<file path="config.mk">
export PLATFORM = sky130hd
export DESIGN_NAME = attr_ctrl
export DESIGN_NICKNAME = d
export VERILOG_FILES = /design/src/rtl/attr_pkg.sv /design/src/rtl/attr_host_port.sv /design/src/rtl/attr_regfile.sv /design/src/rtl/attr_pixel_pipe.sv /design/src/rtl/attr_ctrl.sv
export SDC_FILE = /design/constraint.sdc
export NUM_CORES = 1
export LEC_CHECK = 0
export BUFFER_PORTS_ARGS = -buffer_cell sky130_fd_sc_hd__buf_2
export CORE_ASPECT_RATIO = 0.7
export CORE_MARGIN = 3
export CORE_UTILIZATION = 45
export CTS_BUF_LIST = sky130_fd_sc_hd__clkbuf_16
export CTS_CLUSTER_DIAMETER = 100
export DETAILED_ROUTE_END_ITERATION = 10
export HOLD_SLACK_MARGIN = 0.1
export PLACE_DENSITY = 0.73
export SLEW_MARGIN = 20
export SYNTH_ARGS = -nofsm -noshare
export SYNTH_HDL_FRONTEND = slang
export SYNTH_SLANG_ARGS = --single-unit
</file>
<file path="constraint.sdc">
create_clock -name clk -period 1.95 [get_ports clk]
set_input_delay 0.0975 -clock clk [delete_from_list [all_inputs] [get_ports clk]]
set_output_delay 0.0975 -clock clk [all_outputs]
set_load 0.02 [all_outputs]
</file>
<file path="src/rtl/attr_pkg.sv">
package attr_pkg;
  localparam int IDX_W   = 5;
  localparam int VEN_BIT = 5;

  typedef enum logic [1:0] {
    PORT_IDXDATA = 2'd0,
    PORT_RDDATA  = 2'd1,
    PORT_STATUS  = 2'd2,
    PORT_SPARE   = 2'd3
  } port_e;
endpackage

</file>
<file path="src/rtl/attr_host_port.sv">
module attr_host_port
  import attr_pkg::*;
(
  input  logic             clk,
  input  logic             rst_n,
  input  logic             wr,
  input  logic             rd,
  input  logic [1:0]       port,
  input  logic [VEN_BIT:0] idx_byte,
  output logic [IDX_W-1:0] sel_idx,
  output logic             video_en,
  output logic             expect_data,
  output logic             data_we
);
  logic wr_main, rd_status;

  assign wr_main   = wr && (port == PORT_IDXDATA);
  assign rd_status = rd && (port == PORT_STATUS);
  assign data_we   = wr_main && expect_data;

  always_ff @(posedge clk) begin
    if (!rst_n) begin
      expect_data <= 1'b0;
      sel_idx     <= '0;
      video_en    <= 1'b0;
    end else begin
      if (wr_main) begin
        if (!expect_data) begin
          sel_idx     <= idx_byte[IDX_W-1:0];
          video_en    <= idx_byte[VEN_BIT];
          expect_data <= 1'b1;
        end else begin
          expect_data <= 1'b0;
        end
      end
      if (rd_status) expect_data <= 1'b0;
    end
  end

  // every port-0 write flips the toggle
  assert_ff_toggle_R2: assert property (@(posedge clk) disable iff (!rst_n)
    (wr_main && !rd_status) |=> (expect_data != $past(expect_data)));

  // status read returns the toggle to index state
  assert_ff_clear_R3: assert property (@(posedge clk) disable iff (!rst_n)
    rd_status |=> !expect_data);

  // a data write leaves the index byte alone
  assert_idx_hold_R2: assert property (@(posedge clk) disable iff (!rst_n)
    data_we |=> ($stable(sel_idx) && $stable(video_en)));
endmodule

</file>
<file path="src/rtl/attr_regfile.sv">
module attr_regfile
  import attr_pkg::*;
#(
  parameter int PIX_W  = 4,
  parameter int PAL_W  = 6,
  parameter int DATA_W = 8,
  parameter int PAN_W  = 3
) (
  input  logic              clk,
  input  logic              rst_n,
  input  logic              we,
  input  logic [IDX_W-1:0]  idx,
  input  logic [DATA_W-1:0] wdata,
  input  logic [PIX_W-1:0]  lookup_addr,
  output logic [PAL_W-1:0]  lookup_data,
  output logic [DATA_W-1:0] ovsc,
  output logic [PIX_W-1:0]  plane_mask,
  output logic [PAN_W-1:0]  pan,
  output logic [DATA_W-PAL_W-1:0] csel,
  output logic [DATA_W-1:0] rd_val
);
  localparam int NUM_PAL = 1 << PIX_W;
  localparam int CSEL_W  = DATA_W - PAL_W;
  localparam logic [IDX_W-1:0] A_MODE  = IDX_W'(NUM_PAL);
  localparam logic [IDX_W-1:0] A_OVSC  = IDX_W'(NUM_PAL + 1);
  localparam logic [IDX_W-1:0] A_PLANE = IDX_W'(NUM_PAL + 2);
  localparam logic [IDX_W-1:0] A_PAN   = IDX_W'(NUM_PAL + 3);
  localparam logic [IDX_W-1:0] A_CSEL  = IDX_W'(NUM_PAL + 4);
  localparam int NUM_REGS = NUM_PAL + 5;

  logic [PAL_W-1:0]  pal_q [NUM_PAL];
  logic [DATA_W-1:0] mode_q;

  for (genvar g = 0; g < NUM_PAL; g++) begin : g_pal
    always_ff @(posedge clk) begin
      if (!rst_n)                                pal_q[g] <= '0;
      else if (we && idx == IDX_W'(g))           pal_q[g] <= wdata[PAL_W-1:0];
    end
  end

  always_ff @(posedge clk) begin
    if (!rst_n) begin
      mode_q     <= '0;
      ovsc       <= '0;
      plane_mask <= '0;
      pan        <= '0;
      csel       <= '0;
    end else if (we) begin
      case (idx)
        A_MODE:  mode_q     <= wdata;
        A_OVSC:  ovsc       <= wdata;
        A_PLANE: plane_mask <= wdata[PIX_W-1:0];
        A_PAN:   pan        <= wdata[PAN_W-1:0];
        A_CSEL:  csel       <= wdata[CSEL_W-1:0];
        default: ;
      endcase
    end
  end

  assign lookup_data = pal_q[lookup_addr];

  always_comb begin
    rd_val = '0;
    if (idx < IDX_W'(NUM_PAL)) begin
      rd_val = DATA_W'(pal_q[idx[PIX_W-1:0]]);
    end else begin
      case (idx)
        A_MODE:  rd_val = mode_q;
        A_OVSC:  rd_val = ovsc;
        A_PLANE: rd_val = DATA_W'(plane_mask);
        A_PAN:   rd_val = DATA_W'(pan);
        A_CSEL:  rd_val = DATA_W'(csel);
        default: rd_val = '0;
      endcase
    end
  end

  // writes above the last register touch nothing
  assert_unused_write_R4: assert property (@(posedge clk) disable iff (!rst_n)
    (we && idx >= IDX_W'(NUM_REGS)) |=>
      ($stable(mode_q) && $stable(ovsc) && $stable(plane_mask) && $stable(pan) && $stable(csel)));

  // shift register follows a write to its slot
  assert_pan_load_R9: assert property (@(posedge clk) disable iff (!rst_n)
    (we && idx == A_PAN) |=> (pan == $past(wdata[PAN_W-1:0])));
endmodule

</file>
<file path="src/rtl/attr_pixel_pipe.sv">
module attr_pixel_pipe #(
  parameter int PIX_W  = 4,
  parameter int PAL_W  = 6,
  parameter int DATA_W = 8
) (
  input  logic              clk,
  input  logic              rst_n,
  input  logic              pix_valid,
  output logic              pix_ready,
  input  logic [PIX_W-1:0]  pix_in,
  input  logic              pix_blank,
  output logic              col_valid,
  input  logic              col_ready,
  output logic [DATA_W-1:0] col_index,
  input  logic              video_en,
  input  logic [PIX_W-1:0]  plane_mask,
  input  logic [DATA_W-1:0] ovsc,
  input  logic [DATA_W-PAL_W-1:0] csel,
  output logic [PIX_W-1:0]  lookup_addr,
  input  logic [PAL_W-1:0]  lookup_data
);
  logic              take;
  logic [DATA_W-1:0] next_index;

  assign pix_ready   = !col_valid || col_ready;
  assign take        = pix_valid && pix_ready;
  assign lookup_addr = pix_in & plane_mask;

  always_comb begin
    if (!video_en)      next_index = '0;
    else if (pix_blank) next_index = ovsc;
    else                next_index = {csel, lookup_data};
  end

  always_ff @(posedge clk) begin
    if (!rst_n) begin
      col_valid <= 1'b0;
      col_index <= '0;
    end else if (take) begin
      col_valid <= 1'b1;
      col_index <= next_index;
    end else if (col_ready) begin
      col_valid <= 1'b0;
    end
  end

  // a stalled output holds
  assert_stall_hold_R10: assert property (@(posedge clk) disable iff (!rst_n)
    (col_valid && !col_ready) |=> (col_valid && $stable(col_index)));

  // an accepted pixel shows up on the next cycle
  assert_accept_out_R10: assert property (@(posedge clk) disable iff (!rst_n)
    take |=> col_valid);

  // video off gives zero
  assert_video_off_R8: assert property (@(posedge clk) disable iff (!rst_n)
    (take && !video_en) |=> (col_index == '0));

  // blanking gives the border colour
  assert_border_R7: assert property (@(posedge clk) disable iff (!rst_n)
    (take && video_en && pix_blank) |=> (col_index == $past(ovsc)));
endmodule

</file>
<file path="src/rtl/attr_ctrl.sv">
module attr_ctrl
  import attr_pkg::*;
#(
  parameter int PIX_W  = 4,
  parameter int PAL_W  = 6,
  parameter int DATA_W = 8,
  parameter int PAN_W  = 3
) (
  input  logic              clk,
  input  logic              rst_n,
  input  logic              host_wr,
  input  logic              host_rd,
  input  logic [1:0]        host_port,
  input  logic [DATA_W-1:0] host_wdata,
  output logic [DATA_W-1:0] host_rdata,
  output logic [PAN_W-1:0]  pan_shift,
  input  logic              pix_valid,
  output logic              pix_ready,
  input  logic [PIX_W-1:0]  pix_in,
  input  logic              pix_blank,
  output logic              col_valid,
  input  logic              col_ready,
  output logic [DATA_W-1:0] col_index
);
  localparam int CSEL_W = DATA_W - PAL_W;

  logic [IDX_W-1:0]  sel_idx;
  logic              video_en, expect_data, data_we;
  logic [PIX_W-1:0]  lookup_addr, plane_mask;
  logic [PAL_W-1:0]  lookup_data;
  logic [DATA_W-1:0] ovsc, rd_val;
  logic [CSEL_W-1:0] csel;

  attr_host_port u_host (
    .clk(clk), .rst_n(rst_n), .wr(host_wr), .rd(host_rd), .port(host_port),
    .idx_byte(host_wdata[VEN_BIT:0]), .sel_idx(sel_idx), .video_en(video_en),
    .expect_data(expect_data), .data_we(data_we)
  );

  attr_regfile #(.PIX_W(PIX_W), .PAL_W(PAL_W), .DATA_W(DATA_W), .PAN_W(PAN_W)) u_regs (
    .clk(clk), .rst_n(rst_n), .we(data_we), .idx(sel_idx), .wdata(host_wdata),
    .lookup_addr(lookup_addr), .lookup_data(lookup_data), .ovsc(ovsc),
    .plane_mask(plane_mask), .pan(pan_shift), .csel(csel), .rd_val(rd_val)
  );

  attr_pixel_pipe #(.PIX_W(PIX_W), .PAL_W(PAL_W), .DATA_W(DATA_W)) u_pipe (
    .clk(clk), .rst_n(rst_n), .pix_valid(pix_valid), .pix_ready(pix_ready),
    .pix_in(pix_in), .pix_blank(pix_blank), .col_valid(col_valid),
    .col_ready(col_ready), .col_index(col_index), .video_en(video_en),
    .plane_mask(plane_mask), .ovsc(ovsc), .csel(csel),
    .lookup_addr(lookup_addr), .lookup_data(lookup_data)
  );

  always_comb begin
    host_rdata = '0;
    if (host_rd) begin
      case (host_port)
        PORT_IDXDATA: host_rdata = DATA_W'({video_en, sel_idx});
        PORT_RDDATA:  host_rdata = rd_val;
        PORT_STATUS:  host_rdata = DATA_W'(expect_data);
        default:      host_rdata = '0;
      endcase
    end
  end

  // writes on foreign ports leave the toggle alone
  assert_foreign_port_R5: assert property (@(posedge clk) disable iff (!rst_n)
    (host_wr && host_port != PORT_IDXDATA && !host_rd) |=> $stable(expect_data));
endmodule

</file>
After elaboration in Yosys (flattened, before gate mapping)
Memory sizes are Yosys's and may differ from the RTL's. A register that Yosys moved wholly into a read port is not among the register bits.
Index checks and enable logic that the tools add are counted.
- magnitude comparators: 1
- reductions and logical operators: 32
- muxes and demuxes: 76
- $mul: 0
- shift-type cells: 0
- $add $sub $neg: 0
- equality and inequality tests: 22
- divide/modulo/power cells: 0
- bitwise operators: 19
- operators by type and width (kind ; count):
    6-bit two-way mux ; 16
    1-bit two-way mux ; 52
    5-bit by 4-bit == test with 1-bit output (second input constant) ; 8
    8-bit one-hot mux with 5 select lines ; 1
    8-bit two-way mux ; 4
    5-bit == test (second input constant) ; 5
    8-bit one-hot mux with 3 select lines ; 1
    5-bit by 3-bit == test with 1-bit output (second input constant) ; 4
    1-bit logical AND ; 20
    1-bit bitwise OR ; 16
    2-bit AND reduction ; 6
    5-bit by 2-bit == test with 1-bit output (second input constant) ; 2
    4-bit two-way mux ; 2
    5-bit by 1-bit == test with 1-bit output (second input constant) ; 1
    5-bit logical NOT ; 1
    5-bit less-than comparator (second input constant) ; 1
    4-bit bitwise AND ; 1
    2-bit by 1-bit == test with 1-bit output (second input constant) ; 1
    2-bit == test (second input constant) ; 1
    2-bit logical NOT ; 1
    1-bit NOT ; 2
    2-bit nonzero test ; 1
    2-bit OR reduction ; 1
    1-bit logical NOT ; 1
    1-bit logical OR ; 1
- memory bits (read-only): 0
- bits in latches: 0
- output and inout bits: 21
- memories kept: 1
- word-level logic and storage cells: 161
- memory bits (writable): 96
- register bits after elaboration: 41
- memory list (name ; depth ; bits a word ; rd ports ; clocked after Yosys merged registers in ; write ports ; RTL line ; RTL):
    u_regs.pal_q ; 16 ; 6 ; 2 ; 1 ; 16 ; attr_regfile.sv:31 ; logic [PAL_W-1:0] pal_q [NUM_PAL];

Depth between registers and ports, before layout
- word-level depth: 8
- depth in mapped cells: 8
- mapped depth without buffers: 5

Modules after synthesis
A second synthesis with hierarchy kept.
- cells, all modules: 630
- area total of the unflattened synthesis: 7433.4 um^2
- by module, submodules not included (module ; cells each ; times used ; area each (um^2) ; sequential area each (um^2)):
    attr_regfile ; 542 ; 1 ; 6562.5 ; 3383.2
    attr_pixel_pipe ; 35 ; 1 ; 425.4 ; 180.2
    attr_host_port ; 34 ; 1 ; 309.0 ; 140.1
    attr_ctrl ; 19 ; 1 ; 136.4 ; 0.0

Worst setup path after synthesis
Ideal clock, no wire load.
- path type: reg2reg
- start point: register u_host.expect_data
- end point: memory u_regs.pal_q[0][0] (enable)
- path buffers: 1
- slack: -191 ps
- setup time: 380 ps
- arrival time: 1761 ps
- cell stages (with the launch flop): 6
- required time: 1570 ps
- cell sequence: dfxtp_1 -> nor4bb_1 -> buf_2 -> nand2b_1 -> or3_1 -> o31ai_1
- RTL lines (what ; RTL line ; RTL):
    start, declared ; attr_host_port.sv:12 ; output logic expect_data,
    start signal, assigned ; attr_host_port.sv:23 ; expect_data <= 1'b0;
    start signal, assigned ; attr_host_port.sv:31 ; expect_data <= 1'b1;
    start signal, assigned ; attr_host_port.sv:33 ; expect_data <= 1'b0;
    end, declared ; attr_regfile.sv:31 ;

==> metrics.cfg <==
[run_status]
status = finished, violations left
violations = negative setup slack

[sta]
fin_crit_sh = 1.193
min_period_ns = 2.326
clock_skew_ns = 0.01439
tightest_slew_ns = 0.6377
setup_viol = 6
drv_slew = 0
fin_ws_ns = -0.3760
slew_headroom = 0.5749
clock.fmax_mhz = 429.9
rsz0062_at_grt = true
hold_viol_final = 0

[job]
drv_cap = 0

[detailed_routing]
first_pass_iters = 6
drt_iter0_drc = 987
drc = 0
route.vias.total = 6455
wl_mm = 25.62
ant_nets = 0
drt-wirelength-per-cell_um = 24.64
via_per_inst = 6.207

[critical_path]
timing_worst_setup_path_type = flip-flop to output port
crit_path_start_kind = flip-flop
cp_slowest_stage_delay_ns = 0.55
crit_path_end_kind = output port
worstPathCellList = mux4_1, a22oi_2, nand3_2, a221oi_2, nor2_1, buf_2
critPathMaxFanout = 2
cp.arrival_ns = 2.23
reg2reg_depth = 7
crit_required_ns = 1.85
cpMaxStageDelayCell = mux4_1

[global_routing]
overflow = 0
grt_max_degree = 30
grt_pass1_wl_mm = 37.87
antenna_found_initial = 0
grt_pass1_vias = 5893
track_usage = 0.2752

[synth]
synth.distinct_cells = 50
synth_edf_count = 96
synth_compound_area_frac = 0.1206
synth_top_family_by_area = simple AND/OR/NAND/NOR gates
yosys_most_used_dff = edfxtp_1
synth_fa_ha_area_frac = 0
yosysSeqAreaShare = 0.4913
synth_seq_cells = 141
avgSynthCellArea_um2 = 10.79
synth-simple-area-share = 0.2188
yosysWarnings = 0
synthMuxAreaShare = 0.1284
synth-xor-area-share = 0
synth_area_um2 = 7701
syn-num-nets = 735
synthCells = 714
synthArstFlopShare = 0

[power_and_ir_drop]
p_per_area_nw_per_um2 = 749.5
p_total_mw = 7.054
vdd_ir_drop_max_mv = 0.5260
p_int_mw = 5.288
switchingPower_mw = 1.766
p_leak_nw = 3.646
p_seq_frac = 0.474
power.share.switching = 0.2504
combPwrFrac = 0.075
clockPowerShare = 0.451

[clocking]
cts.sinks = 141
cts_setup_buffers = 0
clk_latency_ns = 0.42
clk_path_buf_depth = 2
cts_root_buf = clkbuf_16
path_clk_slew_ns = 0.07
cts_tree = done
cts_max_level = 4
cts_buffers = 17

[place]
port_buffers = 41
dp_hpwl_mm = 18.59
pre_cts_ws_ns = -0.1649
place.gp.congestion = 0.9914
placed_cell_area_um2 = 8613
dp.cells = 1003

[floorplanning]
rows = 39
die_h_um = 115.5
ios = 42
die_area_um2 = 18740
start_util = 0.4655
core_area_um2 = 16540
die_x_um = 162.4

[finish]
fin_cells = 1040
stdcell_area_um2 = 9413
drive_above_1_share = 0.2663
nNetsFinal = 823
syn_to_final_growth_pct = 22.23
utilization = 0.5690
layout_commonest_cell = and2_1
n_antenna_cell = 0
most-common-layout-cells = and2_1 (100), edfxtp_1 (96), buf_4 (76)

[hold_path]
worst_hold_path_type = primary input to flip-flop
holdPathStages = 3

## registers in the layout, indices dropped and copies added (netlist names), named ones only
signal and flops:
u_regs.ovsc 8, u_pipe.col_valid 1, u_host.sel_idx 5, u_regs.pan 3
u_regs.mode_q 8, u_host.video_en 1, u_host.expect_data 1, u_regs.plane_mask 4
u_regs.csel 2, u_regs.pal_q 96, u_pipe.col_index 8
## metal layers
metal  vias up  track usage  share of wire
li1       2826            -              -
met1      3171       0.4280           0.44
met2       417       0.3738           0.41
met3        41      0.09039           0.13
met4         0      0.05341          0.014
met5         -            0              0
## worst max-delay path, delay by kind of cell (launching register included)
| kind | cells | cell delay, ns |
|---|---|---|
| compound gates | 2 | 0.47 |
| simple gates | 2 | 0.20 |
| buf+inv | 1 | 0.16 |
| flops | 1 | 0.44 |
| mux | 1 | 0.55 |
## final timing paths
| check | to | startpoint | slack, ns |
|---|---|---|---|
| min reg2reg | u_regs.mode_q[1]$_SDFFE_PN0P_ | u_regs.mode_q[1]$_SDFFE_PN0P_ | 0.46 |
| min | u_host.expect_data$_SDFFE_PP0P_ | host_port[1] | 0.15 |
| max | host_rdata[2] | u_regs.pal_q[4][2]$_SDFFCE_PN0P_ | -0.38 |
| max reg2reg | u_pipe.col_index[2]$_SDFFE_PN0P_ | u_regs.plane_mask[0]$_SDFFE_PN0P_ | 0.01 |
## area by class of cell
class	instances	area, um^2
Clock buffer	19	475.5
Clock inverter	13	100.1
Fill cell	1370	7129
Inverter	4	15.01
Multi-Input combinational cell	506	3744
Sequential cell	141	3792
Tap cell	225	281.5
Timing Repair Buffer	132	1005
## cells by family after synthesis
logic type / after synthesis
flops: 141
buf+inv: 67
compound gates: 133
simple gates: 309
mux: 64
## power by group through the flow
stage / clock [mW] / combinational (mW) / sequential, mW
after global routing: 3.33 / 0.559 / 3.35
final: 3.18 / 0.532 / 3.34
after global placement: 0 / 0.475 / 3.40
after floorplan: 0 / 0.288 / 3.36
after CTS: 3.18 / 0.516 / 3.34
after detailed placement: 0 / 0.488 / 3.40
## metrics by stage
step / hold WS, ns / setup TNS (ns)
6_report: 0.1503 / -2.091
5_1_grt: 0.1774 / -2.568
4_1_cts: 0.1381 / -2.161
3_5_place_dp: 0.3687 / -0.6993
3_3_place_gp: 0.3513 / -0.3871
2_1_floorplan: 0.2364 / -1.794
## timing repair
item / CTS / global route
endpoints found under the hold margin: 8 / 0
hold buffers: 5 / 0
pin swaps: 7 / 4
endpoints found under the setup margin: 23 / 109
gates resized for setup: 34 / 21
## cell usage after synthesis (all sizes together) (2+ instances only)
cell,n,area (um^2)
nor3,2,10.01
o221ai,6,52.55
mux2i,35,350.3
buf,26,158.9
nor2,32,122.6
mux2,4,45.04
and3,37,231.5
nor2b,21,131.4
a22oi,7,57.55
nand2,53,198.9
dfxtp,45,900.9
nand3,37,185.2
a31oi,14,87.58
and2,100,625.6
nand3b,5,37.54
inv,4,15.01
clkbuf,37,141.4
edfxtp,96,2883
o21ai,30,150.1
a311oi,2,17.52
a211oi,24,180.2
a2111oi,12,105.1
nand4,3,18.77
nand2b,9,56.30
nor4,6,37.54
a21boi,21,157.6
mux4,25,593.1
a21oi,9,45.04
(Power assumes the default switching activity.)
